File: config.mk
export PLATFORM = sky130hd
export DESIGN_NAME = ls_addr_gen
export DESIGN_NICKNAME = d
export VERILOG_FILES = /design/src/rtl/ls_addr_gen_pkg.sv /design/src/rtl/ls_off_unit.sv /design/src/rtl/ls_sum_unit.sv /design/src/rtl/ls_align_chk.sv /design/src/rtl/ls_addr_gen.sv
export SDC_FILE = /design/constraint.sdc
export NUM_CORES = 1
export LEC_CHECK = 0
export BUFFER_PORTS_ARGS = -buffer_cell sky130_fd_sc_hd__clkbuf_2
export CAP_MARGIN = 20
export CORE_ASPECT_RATIO = 0.75
export CORE_MARGIN = 3
export CORE_UTILIZATION = 45
export DETAILED_ROUTE_END_ITERATION = 8
export GPL_TIMING_DRIVEN = 0
export PLACE_DENSITY = 0.66
export RECOVER_POWER = 100
export SLEW_MARGIN = 10
export SYNTH_ARGS = -nofsm -noshare
export SYNTH_HDL_FRONTEND = slang
export SYNTH_SLANG_ARGS = --single-unit
File: constraint.sdc
create_clock -name clk -period 9.95 [get_ports clk]
set_clock_uncertainty 0.15 [all_clocks]
set_input_delay 0.995 -clock clk [delete_from_list [all_inputs] [get_ports clk]]
set_output_delay 0.995 -clock clk [all_outputs]
set_load 0.05 [all_outputs]
File: src/rtl/ls_addr_gen_pkg.sv
package ls_addr_gen_pkg;
  typedef enum logic [1:0] {
    IDX_OFFSET = 2'b00,
    IDX_PRE    = 2'b01,
    IDX_POST   = 2'b10,
    IDX_RSVD   = 2'b11
  } idx_mode_e;

  typedef enum logic [1:0] {
    SZ_BYTE = 2'b00,
    SZ_HALF = 2'b01,
    SZ_WORD = 2'b10,
    SZ_RSVD = 2'b11
  } acc_size_e;
endpackage

File: src/rtl/ls_off_unit.sv
module ls_off_unit #(
  parameter int ADDR_W = 32,
  parameter int IMM_W  = 12,
  localparam int SH_W  = $clog2(ADDR_W)
) (
  input  logic [ADDR_W-1:0] reg_off,
  input  logic [IMM_W-1:0]  imm_off,
  input  logic              off_sel,
  input  logic [SH_W-1:0]   shift_amt,
  output logic [ADDR_W-1:0] offset
);
  logic [ADDR_W-1:0] imm_ext;
  logic [ADDR_W-1:0] reg_shifted;

  generate
    if (IMM_W >= ADDR_W) begin : g_imm_trunc
      assign imm_ext = imm_off[ADDR_W-1:0];
    end else begin : g_imm_zext
      assign imm_ext = {{(ADDR_W-IMM_W){1'b0}}, imm_off};
    end
  endgenerate

  assign reg_shifted = reg_off << shift_amt;

  always_comb begin
    offset = off_sel ? reg_shifted : imm_ext;
  end
endmodule

File: src/rtl/ls_sum_unit.sv
module ls_sum_unit
  import ls_addr_gen_pkg::*;
#(
  parameter int ADDR_W = 32
) (
  input  logic [ADDR_W-1:0] base_in,
  input  logic [ADDR_W-1:0] offset,
  input  logic              sub,
  input  idx_mode_e         mode,
  output logic [ADDR_W-1:0] addr,
  output logic [ADDR_W-1:0] nbase,
  output logic              wb
);
  logic [ADDR_W-1:0] sum;

  always_comb begin
    sum = sub ? (base_in - offset) : (base_in + offset);
    case (mode)
      IDX_PRE: begin
        addr  = sum;
        nbase = sum;
        wb    = 1'b1;
      end
      IDX_POST: begin
        addr  = base_in;
        nbase = sum;
        wb    = 1'b1;
      end
      default: begin
        addr  = sum;
        nbase = base_in;
        wb    = 1'b0;
      end
    endcase
  end
endmodule

File: src/rtl/ls_align_chk.sv
module ls_align_chk
  import ls_addr_gen_pkg::*;
#(
  parameter int ADDR_W = 32
) (
  input  logic [ADDR_W-1:0] addr,
  input  acc_size_e         size,
  output logic              fault
);
  always_comb begin
    case (size)
      SZ_BYTE: fault = 1'b0;
      SZ_HALF: fault = addr[0];
      default: fault = |addr[1:0];
    endcase
  end
endmodule

File: src/rtl/ls_addr_gen.sv
module ls_addr_gen
  import ls_addr_gen_pkg::*;
#(
  parameter int ADDR_W  = 32,
  parameter int IMM_W   = 12,
  parameter bit OUT_REG = 1'b1,
  localparam int SH_W   = $clog2(ADDR_W)
) (
  input  logic              clk,
  input  logic              rst,
  input  logic              req_valid,
  input  logic [ADDR_W-1:0] base_in,
  input  logic [ADDR_W-1:0] reg_off,
  input  logic [IMM_W-1:0]  imm_off,
  input  logic              off_sel,
  input  logic [SH_W-1:0]   shift_amt,
  input  logic              sub,
  input  logic [1:0]        mode,
  input  logic [1:0]        size,
  output logic              acc_valid,
  output logic [ADDR_W-1:0] acc_addr,
  output logic [ADDR_W-1:0] new_base,
  output logic              wb_en,
  output logic              align_fault
);
  logic [ADDR_W-1:0] offset;
  logic [ADDR_W-1:0] c_addr;
  logic [ADDR_W-1:0] c_nbase;
  logic              c_wb;
  logic              c_fault;

  ls_off_unit #(.ADDR_W(ADDR_W), .IMM_W(IMM_W)) u_off (
    .reg_off   (reg_off),
    .imm_off   (imm_off),
    .off_sel   (off_sel),
    .shift_amt (shift_amt),
    .offset    (offset)
  );

  ls_sum_unit #(.ADDR_W(ADDR_W)) u_sum (
    .base_in (base_in),
    .offset  (offset),
    .sub     (sub),
    .mode    (idx_mode_e'(mode)),
    .addr    (c_addr),
    .nbase   (c_nbase),
    .wb      (c_wb)
  );

  ls_align_chk #(.ADDR_W(ADDR_W)) u_align (
    .addr  (c_addr),
    .size  (acc_size_e'(size)),
    .fault (c_fault)
  );

  generate
    if (OUT_REG) begin : g_reg
      always_ff @(posedge clk) begin
        if (rst) begin
          acc_valid   <= 1'b0;
          acc_addr    <= '0;
          new_base    <= '0;
          wb_en       <= 1'b0;
          align_fault <= 1'b0;
        end else begin
          acc_valid   <= req_valid;
          acc_addr    <= c_addr;
          new_base    <= c_nbase;
          wb_en       <= req_valid & c_wb;
          align_fault <= req_valid & c_fault;
        end
      end
    end else begin : g_comb
      always_comb begin
        acc_valid   = req_valid & ~rst;
        acc_addr    = rst ? '0 : c_addr;
        new_base    = rst ? '0 : c_nbase;
        wb_en       = req_valid & ~rst & c_wb;
        align_fault = req_valid & ~rst & c_fault;
      end
    end
  endgenerate
endmodule

==> results.md <==
* Status: complete, no violations
* Number of gates resized after CTS at 0
* Share of total power in the clock network at 26.5%
* Total gr overflow at 0
* Wire length of the first global-routing pass at 35620 um
* Cell breakdown of the critical path: clkbuf_1, clkbuf_1, clkbuf_1, mux2i_1, o221a_2, nand2_1, nor4b_1, nand4_1, nor3_1, a21oi_1, xnor2_1, ha_1, nand3_1, or3_1, o2111ai_1, a31oi_1, o21ai_0, nand2_1, mux2_1, o2111a_1
* Worst setup margin at 2726 ps
* Cell variety after synth at 74
* Sum of routed wire length over all layers at around 23000 um
* TritonCTS Sinks at 67
* Crit path kind: in2reg
* Largest area contributor in the synthesized netlist: sky130_fd_sc_hd__dfxtp_1
* Post-Synthesis Mean Instance Area at around 8.3 sq um
* Core Area at between 10000 and 15000 sq um
* Fraction of the yosys area taken by sequential cells at 19.58%
* Number of filler instances in the final layout at about 1500
* Critical Path Start Type: input pin
* Data required time of the worst path at approximately 10000 ps
* Die width at roughly 150 um
* Final weighted congestion in routability-driven placement at ~1
* Switching share of power at a little over two fifths
* Total clock buffers created by CTS at 9
* Placed wire-length estimate at 18470 um
* Fraction of layout cells with a size suffix above 1 at 17.75%
* Main flop type after synthesis: sky130_fd_sc_hd__dfxtp_1
* Cells after synthesis at about 830
* Total number of vias at 7148
* Post-DR wirelength/cell at around 19 um
* Setup Fix Bufs, Post-CTS at 0
* Highest fanout seen on the critical path at 10
* Top-level port count at 157
* Net load switching power at 605.4 uW
* Dominant cells by area after synthesis: sky130_fd_sc_hd__dfxtp_1 20%, sky130_fd_sc_hd__mux2i_1 9.6%, sky130_fd_sc_hd__mux4_2 8.9%, sky130_fd_sc_hd__nor2_1 7.1%, sky130_fd_sc_hd__ha_1 5.8%
* Worst slack at placement at 2972 ps
* Int Power at 787.2 uW
* Number of diodes at 0
* Max transition margin at 40.89%
* Final period demand of the worst path at slightly above 7000 ps
* Nets in the synthesized netlist at 950
* Fraction of synthesis flops using an asynchronous set or reset pin at 0%
* Detailed-router iteration count before antenna repair at 5
* Number of storage elements in the synthesis netlist at 67
* Gate power share at approximately 50%
* Adder-cell share of the synthesized area at 6.138%
* Cell with the largest stage delay on the worst path: sky130_fd_sc_hd__clkbuf_1
* Kind of path behind the tightest hold check: in2reg
* Standard-cell row count at 38
* Xor/xnor cell area share of the yosys netlist at under 10%
* Root cell of the clock tree: sky130_fd_sc_hd__clkbuf_16
* Syn. warnings at 0
* Clock tree from TritonCTS: built
* Upper clock frequency limit at 0.1384 GHz
* Initial antenna violation count at 0
* Seq pwr share at between 20% and 30%
* Leakage at 0.003482 uW
* Fraction of synthesized cell area taken by the top area cell type at 19.58%
* Endpoint type of the worst setup path: register
* Capture point of the critical path: acc_addr[31]
* Number of global-route vias before repair at 6668
* Tightest Pin Transition at between 800 and 900 ps
* Final setup violating endpoints at 0
* Most repeated cell in the gate-level netlist after synthesis: sky130_fd_sc_hd__nor2_1
* Starting Density at 46.62%
* Total Nets Final at 1115
* Max Cap Viol at 0
* Top cell by count, worst path: sky130_fd_sc_hd__clkbuf_1
* Simple-gate portion of the synthesized area at 18.03%
* Largest family of logic cells by synthesized area: multiplexers
* Antenna-violating nets left at 0
* Signal arrival time at the worst endpoint at 7290 ps
* Worst supply voltage drop on vdd at 113.5 uV
* Max-slew violation count at 0
* H-tree level count at 3
* Total die area at 16750 sq um
* Maximum number of pins on one net before global-route repair at 14
* Layout overhead on the synthesized area at 18.18%
* Most instantiated cells after synthesis: 129 x sky130_fd_sc_hd__nor2_1, 74 x sky130_fd_sc_hd__a21oi_1, 67 x sky130_fd_sc_hd__dfxtp_1, 66 x sky130_fd_sc_hd__mux2i_1, 60 x sky130_fd_sc_hd__nand2_1
* Category of cells accounting for the largest share of critical-path delay: simple AND/OR/NAND/NOR gates
* Logic depth of the worst setup path including buffers at 20
* Setup repair after global routing missed its margin: false
* Cell Area, Synth at around 6800 sq um
* Worst Setup SP: shift_amt[0]
* Hold-fix buffer count after cts at 0
* Sum of buffers and inverters on the critical path at 3
* Fraction of the mapped netlist area in compound gates at between 20% and 30%
* Longest Clk Path Bufs at 2
* Mux contribution to synthesized area at between 20% and 30%
* Aggregate global-route resource usage at 26.61%
* Final Hold Fails at 0
* Total DRC errors in the routed layout at 0
* Number of violations reported at the end of detailed-routing iteration 0 at 559
* Register clock-pin slew on the reported worst setup and hold paths at 60 ps
* Critical Path Max Stage Delay at 630 ps
* Number of flops mapped to enable cells by yosys at 0
* Setup TNS at 0 ps
* Per-cell via count in the routed design at about 6
* Quantity of I/O buffers inserted on ports at 154
* Tcrit/Tclk final at 72.60%
* Die height at 112.8 um
* Total power density per cell area at roughly 170 nW/um^2
## final cells by class
| type | count | area [sq um] | share of cell area (%) |
|---|---|---|---|
| plain buffers | 47 | 235.2 | 2.906 |
| clock inverters | 7 | 123.9 | 1.530 |
| repair buffers | 154 | 681.9 | 8.425 |
| flip-flops and latches | 67 | 1341 | 16.57 |
| inverters | 24 | 90.09 | 1.113 |
| multi-input cells | 689 | 5146 | 63.58 |
| well taps | 200 | 250.2 | 3.092 |
| clock buffers | 9 | 225.2 | 2.783 |
## through the flow
step,utilization (%),instance area [sq um],total power (uW),cells,hold slack (ps)
2_1_floorplan,-,6849,864.0,827,983.6
3_3_place_gp,53.57,7870,1028,1181,1103
3_5_place_dp,53.57,7870,1032,1181,1094
4_1_cts,55.94,8219,1405,1197,751.6
5_1_grt,55.09,8094,1474,1197,763.1
6_report,55.09,8094,1393,1197,758.0
## layer usage
layer  share of wire [%]  global-route usage, %  vias to the layer above
li1                    -                      -                     3368
met1                  46                  39.09                     3401
met2                  42                  39.65                      349
met3                  11                  7.086                       30
met4                 1.2                  4.800                        0
met5                   0                      0                        -
## logic make-up (layout without fill, tap and decap cells)
kind of cell	Yosys count	after routing
simple gates	269	269
flops	67	67
xor+xnor	54	54
compound gates	215	215
fa+ha+maj	33	33
buf+inv	71	241
mux	118	118
## sequential cells by signal, summed over array words and instances (netlist names)
name,flops
new_base,32
align_fault,1
acc_addr,32
wb_en,1
acc_valid,1
## how the worst min path moves through the flow
stage / end / start / depth (start not counted) / slack (ps)
4_1_cts: acc_valid / req_valid / 3 / 750
6_report: acc_valid / req_valid / 3 / 760
5_1_grt: acc_valid / req_valid / 3 / 760
3_3_place_gp: acc_valid / req_valid / 3 / 1100
2_1_floorplan: new_base[0] / base_in[0] / 2 / 980
3_5_place_dp: acc_valid / req_valid / 3 / 1090
## power groups by stage
stage               sequential (uW)  clock [uW]  combinational (uW)
floorplan                       495           0                 369
global placement                333           0                 695
detailed placement              334           0                 699
CTS                             328         374                 703
global route                    332         388                 754
finish                          327         369                 696
## placed cells by master, fill, tap and decap left out, types with 11 or more instances in the layout
| master | synthesis | routed |
|---|---|---|
| sky130_fd_sc_hd__nor2_1 | 129 | 129 |
| sky130_fd_sc_hd__clkbuf_1 | 24 | 98 |
| sky130_fd_sc_hd__clkbuf_2 | 0 | 83 |
| sky130_fd_sc_hd__a21oi_1 | 74 | 74 |
| sky130_fd_sc_hd__dfxtp_1 | 67 | 67 |
| sky130_fd_sc_hd__mux2i_1 | 66 | 66 |
| sky130_fd_sc_hd__nand2_1 | 60 | 61 |
| sky130_fd_sc_hd__ha_1 | 32 | 32 |
| sky130_fd_sc_hd__xnor2_1 | 28 | 28 |
| sky130_fd_sc_hd__mux4_2 | 27 | 27 |
| sky130_fd_sc_hd__xor2_1 | 26 | 26 |
| sky130_fd_sc_hd__o21ai_0 | 24 | 24 |
| sky130_fd_sc_hd__inv_1 | 23 | 23 |
| sky130_fd_sc_hd__a21o_1 | 20 | 20 |
| sky130_fd_sc_hd__mux2_2 | 19 | 19 |
| sky130_fd_sc_hd__nor2b_1 | 12 | 12 |
| sky130_fd_sc_hd__nor3_1 | 12 | 12 |
| sky130_fd_sc_hd__nand3_1 | 11 | 11 |
| sky130_fd_sc_hd__nand2b_1 | 11 | 11 |
Note: power is estimated with default switching activity, not from simulation.
